--- src/rtl/bar_cfg_pkg.sv ---
package bar_cfg_pkg;

    localparam int NSLOT = 6;

    // slot kinds
    localparam logic [2:0] KIND_NONE = 3'd0;
    localparam logic [2:0] KIND_IO   = 3'd1;
    localparam logic [2:0] KIND_M32  = 3'd2;
    localparam logic [2:0] KIND_M64  = 3'd3;
    localparam logic [2:0] KIND_HI   = 3'd4;

    // configuration dword indices
    localparam logic [5:0] DW_CMD   = 6'h01;
    localparam logic [5:0] DW_SLOT0 = 6'h04;
    localparam logic [5:0] DW_ROM   = 6'h0C;

    localparam logic [2:0] REGION_ROM = 3'd6;
    localparam logic [2:0] REGION_VGA = 3'd7;

    // ones at and above bit sz
    function automatic logic [63:0] size_mask(input logic [5:0] sz);
        return ~((64'd1 << sz) - 64'd1);
    endfunction

    function automatic logic [31:0] slot_wmask(input logic [2:0] kind,
                                               input logic [5:0] sz,
                                               input logic [5:0] prev_sz);
        logic [63:0] m;
        logic [63:0] p;
        m = size_mask(sz);
        p = size_mask(prev_sz);
        case (kind)
            KIND_IO:            return m[31:0] & 32'hFFFF_FFFC;
            KIND_M32, KIND_M64: return m[31:0] & 32'hFFFF_FFF0;
            KIND_HI:            return p[63:32];
            default:            return 32'h0;
        endcase
    endfunction

    function automatic logic [31:0] slot_fixed(input logic [2:0] kind, input logic pf);
        case (kind)
            KIND_IO:  return 32'h1;
            KIND_M32: return {28'h0, pf, 3'b000};
            KIND_M64: return {28'h0, pf, 3'b100};
            default:  return 32'h0;
        endcase
    endfunction

    function automatic logic [31:0] rom_wmask(input logic [5:0] sz);
        logic [63:0] m;
        m = size_mask(sz);
        return (m[31:0] & 32'hFFFF_F800) | 32'h1;
    endfunction

    function automatic logic [31:0] byte_mask(input logic [3:0] be);
        logic [31:0] m;
        for (int b = 0; b < 4; b++) m[8*b +: 8] = {8{be[b]}};
        return m;
    endfunction

endpackage

--- src/rtl/bar_cfg_bank.sv ---
module bar_cfg_bank
    import bar_cfg_pkg::*;
#(
    parameter logic [NSLOT-1:0][2:0] SLOT_KIND = '0,
    parameter logic [NSLOT-1:0][5:0] SLOT_SZ   = '0,
    parameter logic [NSLOT-1:0]      SLOT_PF   = '0,
    parameter logic [5:0]            ROM_SZ    = 6'd17
) (
    input  logic                        clk,
    input  logic                        rst_n,
    input  logic                        wr_en,
    input  logic [5:0]                  dw_addr,
    input  logic [3:0]                  be,
    input  logic [31:0]                 wdata,
    output logic [31:0]                 rdata,
    output logic [NSLOT-1:0][31:0]      slot_base,
    output logic [31:0]                 rom_base,
    output logic                        io_en,
    output logic                        mem_en
);

    localparam logic [31:0] ROM_WMASK = rom_wmask(ROM_SZ);

    logic [31:0]            bmask;
    logic [NSLOT-1:0][31:0] slot_rd;

    assign bmask = byte_mask(be);

    for (genvar i = 0; i < NSLOT; i++) begin : g_slot
        localparam logic [31:0] WMASK =
            slot_wmask(SLOT_KIND[i], SLOT_SZ[i], SLOT_SZ[(i > 0) ? (i - 1) : 0]);
        localparam logic [31:0] FIXED = slot_fixed(SLOT_KIND[i], SLOT_PF[i]);
        logic [31:0] base_q;

        always_ff @(posedge clk or negedge rst_n) begin
            if (!rst_n)
                base_q <= '0;
            else if (wr_en && dw_addr == DW_SLOT0 + 6'(i))
                base_q <= ((base_q & ~bmask) | (wdata & bmask)) & WMASK;
        end

        assign slot_base[i] = base_q;
        assign slot_rd[i]   = base_q | FIXED;
    end

    always_ff @(posedge clk or negedge rst_n) begin
        if (!rst_n)
            rom_base <= '0;
        else if (wr_en && dw_addr == DW_ROM)
            rom_base <= ((rom_base & ~bmask) | (wdata & bmask)) & ROM_WMASK;
    end

    always_ff @(posedge clk or negedge rst_n) begin
        if (!rst_n) begin
            io_en  <= 1'b0;
            mem_en <= 1'b0;
        end else if (wr_en && dw_addr == DW_CMD && be[0]) begin
            io_en  <= wdata[0];
            mem_en <= wdata[1];
        end
    end

    always_comb begin
        rdata = '0;
        if (dw_addr == DW_CMD)
            rdata = {30'h0, mem_en, io_en};
        else if (dw_addr == DW_ROM)
            rdata = rom_base;
        else
            for (int k = 0; k < NSLOT; k++)
                if (dw_addr == DW_SLOT0 + 6'(k)) rdata = slot_rd[k];
    end

endmodule

--- src/rtl/bar_match.sv ---
module bar_match
    import bar_cfg_pkg::*;
#(
    parameter logic [NSLOT-1:0][2:0] SLOT_KIND = '0,
    parameter logic [NSLOT-1:0][5:0] SLOT_SZ   = '0,
    parameter logic [5:0]            ROM_SZ    = 6'd17,
    parameter bit                    VGA_EN    = 1'b1
) (
    input  logic [NSLOT-1:0][31:0] slot_base,
    input  logic [31:0]            rom_base,
    input  logic                   io_en,
    input  logic                   mem_en,
    input  logic [63:0]            txn_addr,
    input  logic                   txn_is_io,
    output logic                   hit,
    output logic [2:0]             hit_region,
    output logic [63:0]            hit_offset
);

    localparam logic [63:0] ROM_M = size_mask(ROM_SZ);

    logic                   upper_zero;
    logic [NSLOT-1:0]       s_hit;
    logic [NSLOT-1:0][63:0] s_off;
    logic                   rom_hit;
    logic                   vga_mem, vga_io_lo, vga_io_hi;

    assign upper_zero = (txn_addr[63:32] == 32'h0);

    for (genvar i = 0; i < NSLOT; i++) begin : g_cmp
        localparam logic [63:0] M = size_mask(SLOT_SZ[i]);
        localparam int J = (i < NSLOT - 1) ? (i + 1) : i;
        if (SLOT_KIND[i] == KIND_IO) begin : g_io
            assign s_hit[i] = io_en && txn_is_io && upper_zero &&
                              (((txn_addr ^ {32'h0, slot_base[i]}) & M) == 64'h0);
        end else if (SLOT_KIND[i] == KIND_M32) begin : g_m32
            assign s_hit[i] = mem_en && !txn_is_io && upper_zero &&
                              (((txn_addr ^ {32'h0, slot_base[i]}) & M) == 64'h0);
        end else if (SLOT_KIND[i] == KIND_M64) begin : g_m64
            assign s_hit[i] = mem_en && !txn_is_io &&
                              (((txn_addr ^ {slot_base[J], slot_base[i]}) & M) == 64'h0);
        end else begin : g_none
            assign s_hit[i] = 1'b0;
        end
        assign s_off[i] = txn_addr & ~M;
    end

    assign rom_hit = mem_en && !txn_is_io && rom_base[0] && upper_zero &&
                     (((txn_addr ^ {32'h0, rom_base & 32'hFFFF_FFFE}) & ROM_M) == 64'h0);

    assign vga_mem   = VGA_EN && mem_en && !txn_is_io &&
                       txn_addr >= 64'hA_0000 && txn_addr <= 64'hB_FFFF;
    assign vga_io_lo = VGA_EN && io_en && txn_is_io &&
                       txn_addr >= 64'h3B0 && txn_addr <= 64'h3BB;
    assign vga_io_hi = VGA_EN && io_en && txn_is_io &&
                       txn_addr >= 64'h3C0 && txn_addr <= 64'h3DF;

    always_comb begin
        hit        = 1'b0;
        hit_region = 3'd0;
        hit_offset = 64'h0;
        if (vga_mem) begin
            hit = 1'b1; hit_region = REGION_VGA; hit_offset = txn_addr - 64'hA_0000;
        end else if (vga_io_lo) begin
            hit = 1'b1; hit_region = REGION_VGA; hit_offset = txn_addr - 64'h3B0;
        end else if (vga_io_hi) begin
            hit = 1'b1; hit_region = REGION_VGA; hit_offset = txn_addr - 64'h3C0;
        end else begin
            for (int k = 0; k < NSLOT; k++) begin
                if (!hit && s_hit[k]) begin
                    hit = 1'b1; hit_region = 3'(k); hit_offset = s_off[k];
                end
            end
            if (!hit && rom_hit) begin
                hit = 1'b1; hit_region = REGION_ROM; hit_offset = txn_addr & ~ROM_M;
            end
        end
    end

endmodule

--- src/rtl/bar_decoder.sv ---
module bar_decoder
    import bar_cfg_pkg::*;
#(
    // slot 5 .. slot 0
    parameter logic [NSLOT-1:0][2:0] SLOT_KIND = {KIND_M32, KIND_IO, KIND_HI,
                                                  KIND_M64, KIND_HI, KIND_M64},
    parameter logic [NSLOT-1:0][5:0] SLOT_SZ   = {6'd19, 6'd8, 6'd0,
                                                  6'd21, 6'd0, 6'd28},
    parameter logic [NSLOT-1:0]      SLOT_PF   = 6'b000001,
    parameter logic [5:0]            ROM_SZ    = 6'd17,
    parameter bit                    VGA_EN    = 1'b1
) (
    input  logic        clk,
    input  logic        rst_n,
    input  logic        cfg_wr_en,
    input  logic [5:0]  cfg_dw_addr,
    input  logic [3:0]  cfg_be,
    input  logic [31:0] cfg_wdata,
    output logic [31:0] cfg_rdata,
    input  logic [63:0] txn_addr,
    input  logic        txn_is_io,
    output logic        hit,
    output logic [2:0]  hit_region,
    output logic [63:0] hit_offset
);

    logic [NSLOT-1:0][31:0] slot_base_w;
    logic [31:0]            rom_base_w;
    logic                   io_en_w;
    logic                   mem_en_w;

    bar_cfg_bank #(
        .SLOT_KIND (SLOT_KIND),
        .SLOT_SZ   (SLOT_SZ),
        .SLOT_PF   (SLOT_PF),
        .ROM_SZ    (ROM_SZ)
    ) u_bank (
        .clk       (clk),
        .rst_n     (rst_n),
        .wr_en     (cfg_wr_en),
        .dw_addr   (cfg_dw_addr),
        .be        (cfg_be),
        .wdata     (cfg_wdata),
        .rdata     (cfg_rdata),
        .slot_base (slot_base_w),
        .rom_base  (rom_base_w),
        .io_en     (io_en_w),
        .mem_en    (mem_en_w)
    );

    bar_match #(
        .SLOT_KIND (SLOT_KIND),
        .SLOT_SZ   (SLOT_SZ),
        .ROM_SZ    (ROM_SZ),
        .VGA_EN    (VGA_EN)
    ) u_match (
        .slot_base  (slot_base_w),
        .rom_base   (rom_base_w),
        .io_en      (io_en_w),
        .mem_en     (mem_en_w),
        .txn_addr   (txn_addr),
        .txn_is_io  (txn_is_io),
        .hit        (hit),
        .hit_region (hit_region),
        .hit_offset (hit_offset)
    );

endmodule

--- config.mk ---
export PLATFORM = sky130hd
export DESIGN_NAME = bar_decoder
export DESIGN_NICKNAME = d
export VERILOG_FILES = /design/src/rtl/bar_cfg_pkg.sv /design/src/rtl/bar_cfg_bank.sv /design/src/rtl/bar_match.sv /design/src/rtl/bar_decoder.sv
export SDC_FILE = /design/constraint.sdc
export NUM_CORES = 1
export LEC_CHECK = 0
export ABC_CLOCK_PERIOD_IN_PS = 6100
export BUFFER_PORTS_ARGS = -buffer_cell sky130_fd_sc_hd__buf_2
export CAP_MARGIN = 25
export CORE_UTILIZATION = 55
export DETAILED_ROUTE_END_ITERATION = 7
export PLACE_DENSITY = 0.88
export SYNTH_ARGS = -nofsm -noshare
export SYNTH_HDL_FRONTEND = slang
export SYNTH_SLANG_ARGS = --single-unit
--- constraint.sdc ---
create_clock -name clk -period 6.1 [get_ports clk]
set_input_delay 0.915 -clock clk [delete_from_list [all_inputs] [get_ports clk]]
set_output_delay 0.915 -clock clk [all_outputs]
set_load 0.02 [all_outputs]
==> impl_metrics.yaml <==
clocking:
  cts.sink_count: 134
  ctsHtreeMaxLevel: 4
  clock_tree_from_tritoncts: "yes"
  cts.path.max_buffers: 2
  cts_hold_buffers: 0
  worstSkewPairLatency_ps: 430
  post_cts_resized: 0
  tritoncts_buffer_count: 17
  post-cts-setup-buffers: 0
  cts_root_buf: "sky130_fd_sc_hd__clkbuf_16"
  worst_setup_hold_path_clk_slew_ps: 60
grt:
  grt_first_pass_wirelength_um: 43500
  grt_use_met2_pct: 57.5
  pin_count_of_the_biggest_net_entering_global_routing: 78
  globalRoute.busiestLayer: "met2"
  grt_util_met3_pct: 9.08
  grt_antenna_before_repair: 2
  grt_overflow: 0
  met1_usage_pct: 44.2
  grt_pass1_vias: 7522
  grt_usage_pct: 35.8
yosys:
  synth_async_sr_flop_share_pct: 100
  ys_seq_elements: 134
  yosysWarningCount: 0
  post_synth.cell_area_avg_um2: 10.6
  synth_top_cells_by_count: "143 x sky130_fd_sc_hd__mux2_2, 134 x sky130_fd_sc_hd__dfrtp_1, 99 x sky130_fd_sc_hd__xor2_1"
  synthesis.instances: 842
  synth.lib_cells_used.distinct: 65
  synth_area_leaders: "sky130_fd_sc_hd__dfrtp_1 38%, sky130_fd_sc_hd__mux2_2 18%, sky130_fd_sc_hd__xor2_1 9.8%"
  mappedNetlistArea_um2: 8880
  synth_enable_flop_cells: 0
  synth_top_area_cell: "sky130_fd_sc_hd__dfrtp_1"
  synthFlopType: "sky130_fd_sc_hd__dfrtp_1"
  synth_top_area_share_pct: 37.7
  post-synth-top-count-cell: "sky130_fd_sc_hd__mux2_2"
  fraction_of_the_yosys_area_taken_by_sequential_cells_pct: 37.7
timing:
  fmax_mhz: 200
  fin_ws_ps: 1110
  timing.final.crit_share_pct: 81.8
  slew_viol_final: 0
  setup_violations: 0
  rsz0062_at_grt: "no"
  fin_hold_ws_ps: 294
  finClkSkew_ps: 0
  finalCriticalPeriod_ps: 4990
  timing.final.hold_violations: 0
  setup_tns_ps: 0
  worst_slew_margin_rel_pct: 36.1
  worst_pin_slew_ps: 956
place:
  gpl.final_weighted_congestion: 0.978
  detailedPlacementHpwl_um: 21900
  port-buffer-count: 191
  pre_cts_ws_ps: 1190
cells_and_area:
  num-nets-final: 1139
  final_layout_size_suffix_gt1_share_pct: 38.6
  syn2layout_area_growth_pct: 18.7
  utilization_pct: 66.7
routing:
  dr.pass1.iters: 6
  first_iter_violations: 759
  drc: 0
  via_per_inst: 6.28
  route.antenna.remaining_nets: 0
  drt_wl_total_um: 29000
  routed_wire_length_per_instance_um: 23.2
  routed-via-count: 7867
die:
  chipWidth_um: 129
  core-area_um2: 15800
  die_h_um: 129
  boundaryPins: 210
  floorplan.initialDensity_pct: 56.1
  dieArea_um2: 16700
  rows: 46
pwr:
  vdd_drop_max_uv: 191
  leakage_nw: 5.40
  totalPowerFinal_mw: 2.43
  power_density_nw_per_um2: 230
worst_setup_path:
  timing.critical_path.cells: "buf_2 -> nor4_1 -> nand2_1 -> nor2_1 -> buf_4 -> a221o_1 -> a221oi_1 -> nor3_1 -> buf_2"
  worst_setup_path_end_kind: "primary output"
  cp_slowest_cell: "sky130_fd_sc_hd__nor4_1"
  cp_slowest_stage_delay_ps: 690
  worst_endpoint_required_time_ps: 5180
  setup.worst_path.start_class: "input pin"
  path_max_fanout: 19
  setup.worst_path.class: "input pin to primary output"
  reg2regPathDepth: 1
  critical-path-top-cell-by-count: "sky130_fd_sc_hd__buf_2"
  cp.arrival_ps: 4070
hold_path:
  type_of_the_tightest_min_delay_check: "input pin to async pin"
outcome:
  status: "completed"
flow_run:
  cap_violations: 0
-- where the power goes --
| part | leakage, nW | switching [mW] | total (mW) | internal [mW] |
|---|---|---|---|---|
| logic | 3.30 | 0.212 | 0.373 | 0.161 |
| registers | 1.82 | 0.0838 | 1.05 | 0.963 |
| clock network | 0.276 | 0.378 | 1.01 | 0.631 |
| total | 5.40 | 0.673 | 2.43 | 1.75 |
-- cells by family after synthesis --
logic type / Yosys count / share of synthesized area, %
and+or+nand+nor: 195 / 12.4
AOI/OAI and AO/OA: 135 / 11.5
muxes: 154 / 19.4
xor gates and xnor gates: 133 / 13.1
adders and majority gates: 7 / 0.986
DFF: 134 / 37.7
other: 1 / 0.0422
buffers and inverters: 83 / 4.86
-- area by class of cell --
class | count | area, um^2
diodes | 2 | 5.00
clock buffers | 24 | 482
clock inverters | 8 | 97.6
fillers | 1181 | 5280
inverters | 22 | 82.6
multi-input cells | 642 | 5160
flip-flops and latches | 134 | 3350
well taps | 216 | 270
repair buffers | 205 | 1100
-- per-layer routing --
layer	up-vias	routed length [um]
met5	-	0
li1	3417	-
met4	0	1460
met2	570	13500
met1	3788	10800
met3	92	3290
-- cells in the final DEF (no fill, tap or decap), types with 7 or more instances in the layout --
cell type	netlist	layout
sky130_fd_sc_hd__clkbuf_16	0	17
sky130_fd_sc_hd__a22oi_1	13	13
sky130_fd_sc_hd__dfrtp_1	134	134
sky130_fd_sc_hd__o21ai_0	19	19
sky130_fd_sc_hd__nand2_1	30	30
sky130_fd_sc_hd__mux2_2	143	143
sky130_fd_sc_hd__nor2_1	26	26
sky130_fd_sc_hd__inv_1	22	22
sky130_fd_sc_hd__o21ai_1	9	9
sky130_fd_sc_hd__nor4_1	36	36
sky130_fd_sc_hd__nand3_1	18	18
sky130_fd_sc_hd__and3_1	10	10
sky130_fd_sc_hd__and2_1	11	11
sky130_fd_sc_hd__a222oi_1	9	9
sky130_fd_sc_hd__a21oi_1	28	28
sky130_fd_sc_hd__buf_2	6	191
sky130_fd_sc_hd__buf_4	21	11
sky130_fd_sc_hd__o31ai_1	9	9
sky130_fd_sc_hd__mux2i_1	11	11
sky130_fd_sc_hd__ha_1	7	7
sky130_fd_sc_hd__conb_1	1	18
sky130_fd_sc_hd__or3_1	7	7
sky130_fd_sc_hd__nand4_1	15	15
sky130_fd_sc_hd__xnor2_1	34	34
sky130_fd_sc_hd__xor2_1	99	99
sky130_fd_sc_hd__nor3_1	16	16
sky130_fd_sc_hd__o31ai_2	10	10
-- metrics by stage --
stage	instance area, um^2	cells
2_1_floorplan	8950	859
3_3_place_gp	9900	1215
3_5_place_dp	9900	1215
4_1_cts	10500	1247
5_1_grt	10500	1252
6_report	10600	1253
-- critical path, delay by kind of cell --
| family | cells | cell delay, ps |
|---|---|---|
| buffers and inverters | 3 | 810 |
| and+or+nand+nor | 4 | 2080 |
| AOI/OAI and AO/OA | 2 | 250 |
-- worst paths after layout --
kind,start,end,slack [ps]
hold reg to reg,register,register,550
max in group asynchronous,rst_n,async pin,4490
hold / removal,rst_n,async pin,290
min in group clk,register,register,550
setup reg to reg,register,register,5240
setup / recovery,cfg_dw_addr[0],cfg_rdata[20],1110
Note: power is estimated with default switching activity, not from simulation.
